$ cat config.mk
export PLATFORM = sky130hd
export DESIGN_NAME = pwr_init_seq
export DESIGN_NICKNAME = d
export VERILOG_FILES = /design/src/rtl/pis_pkg.sv /design/src/rtl/pis_timer.sv /design/src/rtl/pis_fuse_copy.sv /design/src/rtl/pwr_init_seq.sv
export SDC_FILE = /design/constraint.sdc
export NUM_CORES = 1
export LEC_CHECK = 0
export CAP_MARGIN = 20
export CORE_UTILIZATION = 54
export DETAILED_ROUTE_END_ITERATION = 8
export PLACE_DENSITY = 0.89
export SLEW_MARGIN = 20
export SYNTH_ARGS = -nofsm -noshare
export SYNTH_HDL_FRONTEND = slang
export SYNTH_HIERARCHICAL = 1
export SYNTH_SLANG_ARGS = --single-unit
$ cat constraint.sdc
create_clock -name clk -period 2.52 [get_ports clk]
set_input_delay 0.63 -clock clk [delete_from_list [all_inputs] [get_ports clk]]
set_output_delay 0.63 -clock clk [all_outputs]
set_load 0.05 [all_outputs]
$ cat src/rtl/pis_pkg.sv
package pis_pkg;

    typedef enum logic [2:0] {
        ST_HOLD      = 3'd0,
        ST_P1_FETCH  = 3'd1,
        ST_P1_DRAIN  = 3'd2,
        ST_P2_SETTLE = 3'd3,
        ST_READY     = 3'd4
    } seq_state_t;

    typedef struct packed {
        logic core_rst_n;
        logic fuse_pwr_en;
        logic fuse_req;
        logic spi_en;
        logic accel_en;
        logic hpf_init;
        logic init_busy;
    } seq_out_t;

endpackage

$ cat src/rtl/pis_timer.sv
module pis_timer #(
    parameter int CNT_W = 16
) (
    input  logic             clk,
    input  logic             rst_n,
    input  logic             clr,
    output logic [CNT_W-1:0] cnt
);

    localparam logic [CNT_W-1:0] CNT_MAX = '1;

    // Free-running elapsed-cycle counter; saturates so a late exit never wraps.
    always_ff @(posedge clk or negedge rst_n) begin
        if (!rst_n) begin
            cnt <= '0;
        end else if (clr) begin
            cnt <= '0;
        end else if (cnt != CNT_MAX) begin
            cnt <= cnt + 1'b1;
        end
    end

endmodule

$ cat src/rtl/pis_fuse_copy.sv
module pis_fuse_copy #(
    parameter int FUSE_WORDS = 4,
    parameter int FUSE_W     = 8,
    localparam int AW        = (FUSE_WORDS > 1) ? $clog2(FUSE_WORDS) : 1
) (
    input  logic                         clk,
    input  logic                         rst_n,
    input  logic                         restart,
    input  logic                         fetch,
    input  logic                         ack,
    input  logic [FUSE_W-1:0]            rdata,
    output logic [AW-1:0]                addr,
    output logic                         last,
    output logic [FUSE_WORDS*FUSE_W-1:0] mirror
);

    localparam logic [AW-1:0] LAST_ADDR = AW'(FUSE_WORDS - 1);

    assign last = (addr == LAST_ADDR);

    // Word pointer: back to 0 on restart, advances per accepted word.
    always_ff @(posedge clk or negedge rst_n) begin
        if (!rst_n) begin
            addr <= '0;
        end else if (restart) begin
            addr <= '0;
        end else if (fetch && ack && !last) begin
            addr <= addr + 1'b1;
        end
    end

    // One mirror register per fuse word.
    for (genvar i = 0; i < FUSE_WORDS; i++) begin : g_mirror
        always_ff @(posedge clk or negedge rst_n) begin
            if (!rst_n) begin
                mirror[i*FUSE_W +: FUSE_W] <= '0;
            end else if (fetch && ack && (addr == AW'(i))) begin
                mirror[i*FUSE_W +: FUSE_W] <= rdata;
            end
        end
    end

endmodule

$ cat src/rtl/pwr_init_seq.sv
module pwr_init_seq
    import pis_pkg::*;
#(
    parameter int  CLK_HZ       = 40_000_000,
    parameter int  PH1_US       = 800,
    parameter int  PH2_SHORT_US = 3_000,
    parameter int  PH2_LONG_US  = 200_000,
    parameter int  FUSE_WORDS   = 4,
    parameter int  FUSE_W       = 8,
    localparam int FUSE_AW      = (FUSE_WORDS > 1) ? $clog2(FUSE_WORDS) : 1
) (
    input  logic                         clk,
    input  logic                         rst_n,
    input  logic [2:0]                   supply_ok,
    input  logic                         hpf_sel,
    input  logic                         fuse_ack,
    input  logic [FUSE_W-1:0]            fuse_rdata,
    output logic                         fuse_req,
    output logic [FUSE_AW-1:0]           fuse_addr,
    output logic                         fuse_pwr_en,
    output logic [FUSE_WORDS*FUSE_W-1:0] mirror_data,
    output logic                         core_rst_n,
    output logic                         spi_en,
    output logic                         accel_en,
    output logic                         hpf_init,
    output logic                         init_busy
);

    localparam longint CYC_PER_US = longint'(CLK_HZ) / 64'd1_000_000;
    localparam longint P1_CYC     = CYC_PER_US * PH1_US;
    localparam longint P2S_CYC    = CYC_PER_US * PH2_SHORT_US;
    localparam longint P2L_CYC    = CYC_PER_US * PH2_LONG_US;
    localparam longint MAX_CYC    = (P2L_CYC > P2S_CYC)
                                    ? ((P2L_CYC > P1_CYC) ? P2L_CYC : P1_CYC)
                                    : ((P2S_CYC > P1_CYC) ? P2S_CYC : P1_CYC);
    localparam int     CNT_W      = $clog2(MAX_CYC + 1) + 1;

    localparam logic [CNT_W-1:0] P1_END  = CNT_W'(P1_CYC - 1);
    localparam logic [CNT_W-1:0] P2S_END = CNT_W'(P2S_CYC - 1);
    localparam logic [CNT_W-1:0] P2L_END = CNT_W'(P2L_CYC - 1);

    seq_state_t       state_q, state_d;
    seq_out_t         outs;
    logic             all_ok;
    logic             hpf_q;
    logic             p1_done;
    logic             p2_done;
    logic             timer_clr;
    logic             fuse_last;
    logic [CNT_W-1:0] elapsed;

    assign all_ok    = &supply_ok;
    assign p1_done   = (elapsed >= P1_END);
    assign p2_done   = (elapsed >= (hpf_q ? P2L_END : P2S_END));
    // Restart the count when a timed phase is about to begin.
    assign timer_clr = (state_q == ST_HOLD) ||
                       ((state_q == ST_P1_DRAIN) && p1_done);

    pis_timer #(
        .CNT_W (CNT_W)
    ) u_timer (
        .clk   (clk),
        .rst_n (rst_n),
        .clr   (timer_clr),
        .cnt   (elapsed)
    );

    pis_fuse_copy #(
        .FUSE_WORDS (FUSE_WORDS),
        .FUSE_W     (FUSE_W)
    ) u_fuse (
        .clk     (clk),
        .rst_n   (rst_n),
        .restart (state_q == ST_HOLD),
        .fetch   (state_q == ST_P1_FETCH),
        .ack     (fuse_ack),
        .rdata   (fuse_rdata),
        .addr    (fuse_addr),
        .last    (fuse_last),
        .mirror  (mirror_data)
    );

    // Next-state logic; a supply drop overrides every transition.
    always_comb begin
        state_d = state_q;
        unique case (state_q)
            ST_HOLD:      if (all_ok)                state_d = ST_P1_FETCH;
            ST_P1_FETCH:  if (fuse_ack && fuse_last) state_d = ST_P1_DRAIN;
            ST_P1_DRAIN:  if (p1_done)               state_d = ST_P2_SETTLE;
            ST_P2_SETTLE: if (p2_done)               state_d = ST_READY;
            ST_READY:                                state_d = ST_READY;
            default:                                 state_d = ST_HOLD;
        endcase
        if (!all_ok) begin
            state_d = ST_HOLD;
        end
    end

    // State register.
    always_ff @(posedge clk or negedge rst_n) begin
        if (!rst_n) begin
            state_q <= ST_HOLD;
        end else begin
            state_q <= state_d;
        end
    end

    // Filter select captured as phase two starts.
    always_ff @(posedge clk or negedge rst_n) begin
        if (!rst_n) begin
            hpf_q <= 1'b0;
        end else if ((state_q == ST_P1_DRAIN) && p1_done) begin
            hpf_q <= hpf_sel;
        end
    end

    // Output decode.
    always_comb begin
        outs = '{core_rst_n: 1'b0, fuse_pwr_en: 1'b0, fuse_req: 1'b0,
                 spi_en: 1'b0, accel_en: 1'b0, hpf_init: 1'b0,
                 init_busy: 1'b1};
        unique case (state_q)
            ST_HOLD: begin
            end
            ST_P1_FETCH: begin
                outs.core_rst_n  = 1'b1;
                outs.fuse_pwr_en = 1'b1;
                outs.fuse_req    = 1'b1;
            end
            ST_P1_DRAIN: begin
                outs.core_rst_n  = 1'b1;
            end
            ST_P2_SETTLE: begin
                outs.core_rst_n  = 1'b1;
                outs.spi_en      = 1'b1;
                outs.hpf_init    = hpf_q;
            end
            ST_READY: begin
                outs.core_rst_n  = 1'b1;
                outs.spi_en      = 1'b1;
                outs.accel_en    = 1'b1;
                outs.init_busy   = 1'b0;
            end
            default: begin
            end
        endcase
    end

    assign core_rst_n  = outs.core_rst_n;
    assign fuse_pwr_en = outs.fuse_pwr_en;
    assign fuse_req    = outs.fuse_req;
    assign spi_en      = outs.spi_en;
    assign accel_en    = outs.accel_en;
    assign hpf_init    = outs.hpf_init;
    assign init_busy   = outs.init_busy;

endmodule

Word level (Yosys, flattened, before mapping). Cells that the tools add are included.

Logic and storage cells: 57. Bits of input ports: 15. Flip-flop bits (word level): 62.

Equal/unequal tests: 11. Add/sub/neg operators: 2. Order comparisons: 2. Muxes and demuxes: 16. Reduce and logical (&&, ||, !) cells: 18.

Operator list (number): $mux W24 (2); $add A24 B1 Y24 const B (1); $ge A24 B15 Y1 const B (1); $ge A24 B23 Y1 (1); $ne A24 B24 Y1 const B (1); $mux W23 (1); $pmux W3 S5 (1); $mux W3 (4); $ne A3 B3 Y1 const B (3); $logic_and A1 B1 Y1 (8); $eq A3 B2 Y1 const B (2); $mux W2 (3); $reduce_and A3 Y1 (2); $mux W1 (5); $eq A2 B2 Y1 const B (2); $reduce_bool A2 Y1 (2); $reduce_or A4 Y1 (1); $eq A3 B1 Y1 const B (1); $eq A3 B3 Y1 const B (1); $logic_not A3 Y1 (1); $add A2 B1 Y2 const B (1); $eq A2 B1 Y1 const B (1); $logic_not A2 Y1 (1); $reduce_or A2 Y1 (1); other kinds (2) (2).

Logic depth before layout (Yosys ltp).
Depth in word-level cells: 5. Depth in mapped cells: 7. Gate-level depth less buffers: 6.

Cells and area by module. The synthesis kept the hierarchy.

By module, submodules not included: pis_timer (cells an instance 163, sequential area each 600.6 µm², area each 1456.4 µm², times used 1); pis_fuse_copy (cells an instance 85, sequential area each 850.8 µm², area each 1413.9 µm², times used 1); pwr_init_seq (cells an instance 79, sequential area each 100.1 µm², area each 634.4 µm², times used 1).

Worst setup path before layout. OpenSTA, ideal clock, no wires.

Kind: register to output. Start point: register state_q[0]. End point: output fuse_req. Cell stages (with the launch flop): 4. Required time: 1.890 ns. Setup slack: -0.328 ns. Arrival time: 2.218 ns. Path through: dfrtp_1 -> clkbuf_1 -> nor3b_1 -> buf_4.

Longest elaborated chain between the ends: 2.

Ends and longest elaborated chain: start: declaration (line pwr_init_seq.sv:42) `seq_state_t state_q, state_d;`; start signal: assignment (line pwr_init_seq.sv:104) `state_q <= state_d;`; $eq A3 B1 Y1 (line pwr_init_seq.sv:122) `unique case (state_q)`; $mux W2 (line pwr_init_seq.sv:122); end: declaration (line pwr_init_seq.sv:18) `output logic fuse_req,`.

No other way between the ends.

Final worst setup path.
Start point: register u_timer.cnt[20]. End point: register u_timer.cnt[2].

Longest elaborated chain between the ends: 4. Elaborated cells between the ends (all ways): 6.

Ends and longest elaborated chain: start: declaration (line pis_timer.sv:7) `output logic [CNT_W-1:0] cnt`; start signal: assignment (line pis_timer.sv:19) `cnt <= cnt + 1'b1;`; $ge A24 B15 Y1 * (line pwr_init_seq.sv:53) `assign p1_done = (elapsed >= P1_END);`; $logic_and A1 B1 Y1 * (line pwr_init_seq.sv:57) `((state_q == ST_P1_DRAIN) && p1_done);`; $logic_or A1 B1 Y1 * (line pwr_init_seq.sv:56) `assign timer_clr = (state_q == ST_HOLD) ||`; via timer_clr (line pwr_init_seq.sv:48) `logic timer_clr;`; $mux W24 or $reduce_bool A2 Y1 (tied branches).

Mark *: on every way through the listed nets, which the timed path passes. The rest lies on a longest branch. A chain may end at the register's enable or synchronous reset.

==> results.json <==
{
  "slowest_stage": "dfrtp_1",
  "synth-seq-cells": 62,
  "synth_top_family_by_area": "simple AND/OR/NAND/NOR gates",
  "max_slew_margin_pct": 63.26,
  "path_cells": "nor4_1, nand3_1, a211oi_1, nor3_2, buf_4, o21bai_1, a31oi_1",
  "cap_violations": 0,
  "antenna_left": 0,
  "track_usage_pct": 28.05,
  "min_period_ns": 2.263,
  "multi_input_area_sq_um": 1862,
  "synthXorXnorAreaFrac_pct": 0.2499,
  "portBuffers": 55,
  "p_leak_nw": 1.890,
  "synth-compound-area-share_pct": 10.85,
  "start_kind": "flop",
  "tritoncts": "done",
  "rsz0062_at_grt": "false",
  "cp_data_required_time_ns": 2.79,
  "syn_inst": 327,
  "synth_flop_cell": "dfrtp_1",
  "worstRegToRegCells": 7,
  "yosys.cell_types.count": 53,
  "fp.dieH_um": 82.56,
  "fill_cells": 418,
  "arrival_ns": 2.53,
  "finalSetupTns_ns": 0,
  "reg2reg_to": "u_timer/cnt[2]",
  "regArea_sq_um": 1551,
  "routed_wl_um": 8823,
  "die_width_um": 82.56,
  "synth_edf_count": 0,
  "vias": 3032,
  "dp_hpwl_um": 5837,
  "worst_slew_pin_slew_ns": 0.5372,
  "wl_per_cell_um": 19.02,
  "reg2reg_setup_slack_ns": 0.26,
  "timing.final.crit_share_pct": 89.82,
  "final_nets": 415,
  "via_per_inst": 6.534,
  "criticalPathCategory": "flop to flop",
  "grt_pass1_vias": 2894,
  "max_stage_delay_ns": 0.49,
  "clk_path_buf_depth": 2,
  "overflow": 0,
  "grt_first_pass_wirelength_um": 14070,
  "worstSetupEndpointType": "flop",
  "powerDensity_nw_per_um2": 548.3,
  "max_freq_ghz": 0.4418,
  "syn_nets": 358,
  "drc": 0,
  "antenna_found_initial": 0,
  "layoutNonFillerInstCount": 464,
  "synth.area.mux_share_pct": 14.21,
  "dp_cells": 448,
  "clk_latency_ns": 0.35,
  "drive_gt1_share_pct": 21.59,
  "grt_max_degree": 63,
  "cts_max_level": 3,
  "routabilityCongestion": 0.8413,
  "cts_buffers": 9,
  "syn2layout_area_growth_pct": 24.88,
  "n_antenna_cell": 0,
  "initial_utilization_pct": 57.49,
  "die_area_sq_um": 6816,
  "root_buffer": "clkbuf_8",
  "finalHoldViolCount": 0,
  "ys_warn_count": 6,
  "skew_ns": 0.006399,
  "slew_violations": 0,
  "irDropWorstVdd_uv": 470.6,
  "synthSimpleGateAreaFrac_pct": 21.81,
  "syn_area_per_cell_sq_um": 10.72,
  "hp-class": "primary input to asynchronous set/reset pin",
  "outcome": "completed",
  "clock_sinks": 62,
  "postCtsSetupBuffers": 0,
  "finalSetupViolations": 0,
  "synth_area_sq_um": 3505,
  "first_pass_iters": 5,
  "drt_iter0_markers": 342,
  "pin_count": 56,
  "rows": 28,
  "r2r-start": "u_timer/cnt[20]",
  "core_area_sq_um": 6096,
  "crit_fanout": 33,
  "synth_adder_area_share_pct": 5.712,
  "synth-seq-area-share_pct": 44.27,
  "clkTransAtPathRegs_ns": 0.07,
  "async_flop_share_pct": 100.0
}
-- power by group --
part / switching, mW / internal [mW]
sequential: 0.0242 / 1.03
clock: 0.437 / 0.572
combinational: 0.212 / 0.124
total: 0.673 / 1.73
-- registers in the layout, summed over array words and instances, names as in the netlist --
name	count
u_fuse/mirror	32
u_timer/cnt	24
state_q	3
u_fuse/addr	2
hpf_q	1
-- layout make-up --
cell class / instances / area share (%)
clock buffer: 9 / 2.830
clock inverter: 7 / 2.373
inverter: 8 / 0.6861
multi-input combinational: 242 / 42.54
sequential: 62 / 35.45
tap: 75 / 2.144
timing repair buffer: 61 / 13.98
-- worst max-delay path by stage --
| stage | start | endpoint | cells past startpoint |
|---|---|---|---|
| floorplan | state_q[0] | fuse_req | 3 |
| global placement | supply_ok[2] | state_q[2] | 5 |
| detailed placement | supply_ok[2] | state_q[2] | 5 |
| CTS | u_fuse/addr[0] | fuse_addr[0] | 1 |
| global route | hpf_q | state_q[2] | 6 |
| finish | u_timer/cnt[20] | u_timer/cnt[2] | 7 |
-- metrics by stage --
stage / power (mW) / cell area, sq um / setup slack [ns] / hold WS (ns) / util [%]
4_1_cts: 2.412 / 4377 / 0.2496 / 0.2960 / 71.80
3_3_place_gp: 1.401 / 4150 / 0.3479 / 0.4861 / 68.08
3_5_place_dp: 1.411 / 4150 / 0.2810 / 0.4921 / 68.08
5_1_grt: 2.476 / 4377 / 0.1105 / 0.3110 / 71.80
6_report: 2.400 / 4377 / 0.2566 / 0.2753 / 71.80
2_1_floorplan: 1.266 / 3510 / 0.2608 / 0.3344 / -
-- cells in the mapped netlist (7+ instances only) --
cell,instances,area share (%)
ha_1,16,5.7
or4_1,10,2.1
nor2b_1,9,1.6
inv_1,7,0.75
mux2_2,41,13
nor3_1,9,1.3
nor2_1,17,1.8
a21oi_1,21,3.0
clkbuf_1,9,0.96
dfrtp_1,62,44
nand3_1,13,1.9
nand2_1,14,1.5
nand4_1,15,2.7
-- worst max-delay path: cells and delay by family (launching register included) --
family                 cells  cell delay [ns]
AO/OA/AOI/OAI              3             0.71
buffers and inverters      1             0.25
flip-flops                 1             0.49
AND/OR/NAND/NOR            3             0.72
-- timing repair --
action	in CTS	in global routing
gates resized for setup	1	0
endpoints found under the setup margin	1	0
hold buffers	0	0
-- layout by cell type (no fill, tap or decap), types with 5 or more instances in the layout --
master,count
buf_4,9
mux2_2,41
and4_1,6
nor3_1,8
nand4_1,15
a21oi_1,21
nor2_1,17
o31ai_1,5
dfrtp_1,62
nor2b_1,9
clkdlybuf4s50_1,47
nand3_1,13
inv_1,7
or4_1,10
nand2_1,14
and3_1,6
clkbuf_8,9
o21ai_0,5
ha_1,16
-- per-layer routing --
| metal | wire length (um) | vias up | part of all wire, % | track usage, % |
|---|---|---|---|---|
| met5 | 0 | - | 0 | 0 |
| met1 | 3646 | 1490 | 41 | 36.50 |
| met4 | 195 | 0 | 2.2 | 13.79 |
| li1 | - | 1360 | - | - |
| met2 | 4385 | 157 | 50 | 45.37 |
| met3 | 596 | 25 | 6.8 | 4.615 |
-- logic make-up after synthesis --
group                      count (synthesis)
AOI/OAI and AO/OA                         58
xor gates and xnor gates                   1
adders and majority gates                 16
buffers and inverters                     23
DFF                                       62
muxes                                     44
and+or+nand+nor                          123
No activity file was read; power rests on OpenSTA's default activity.
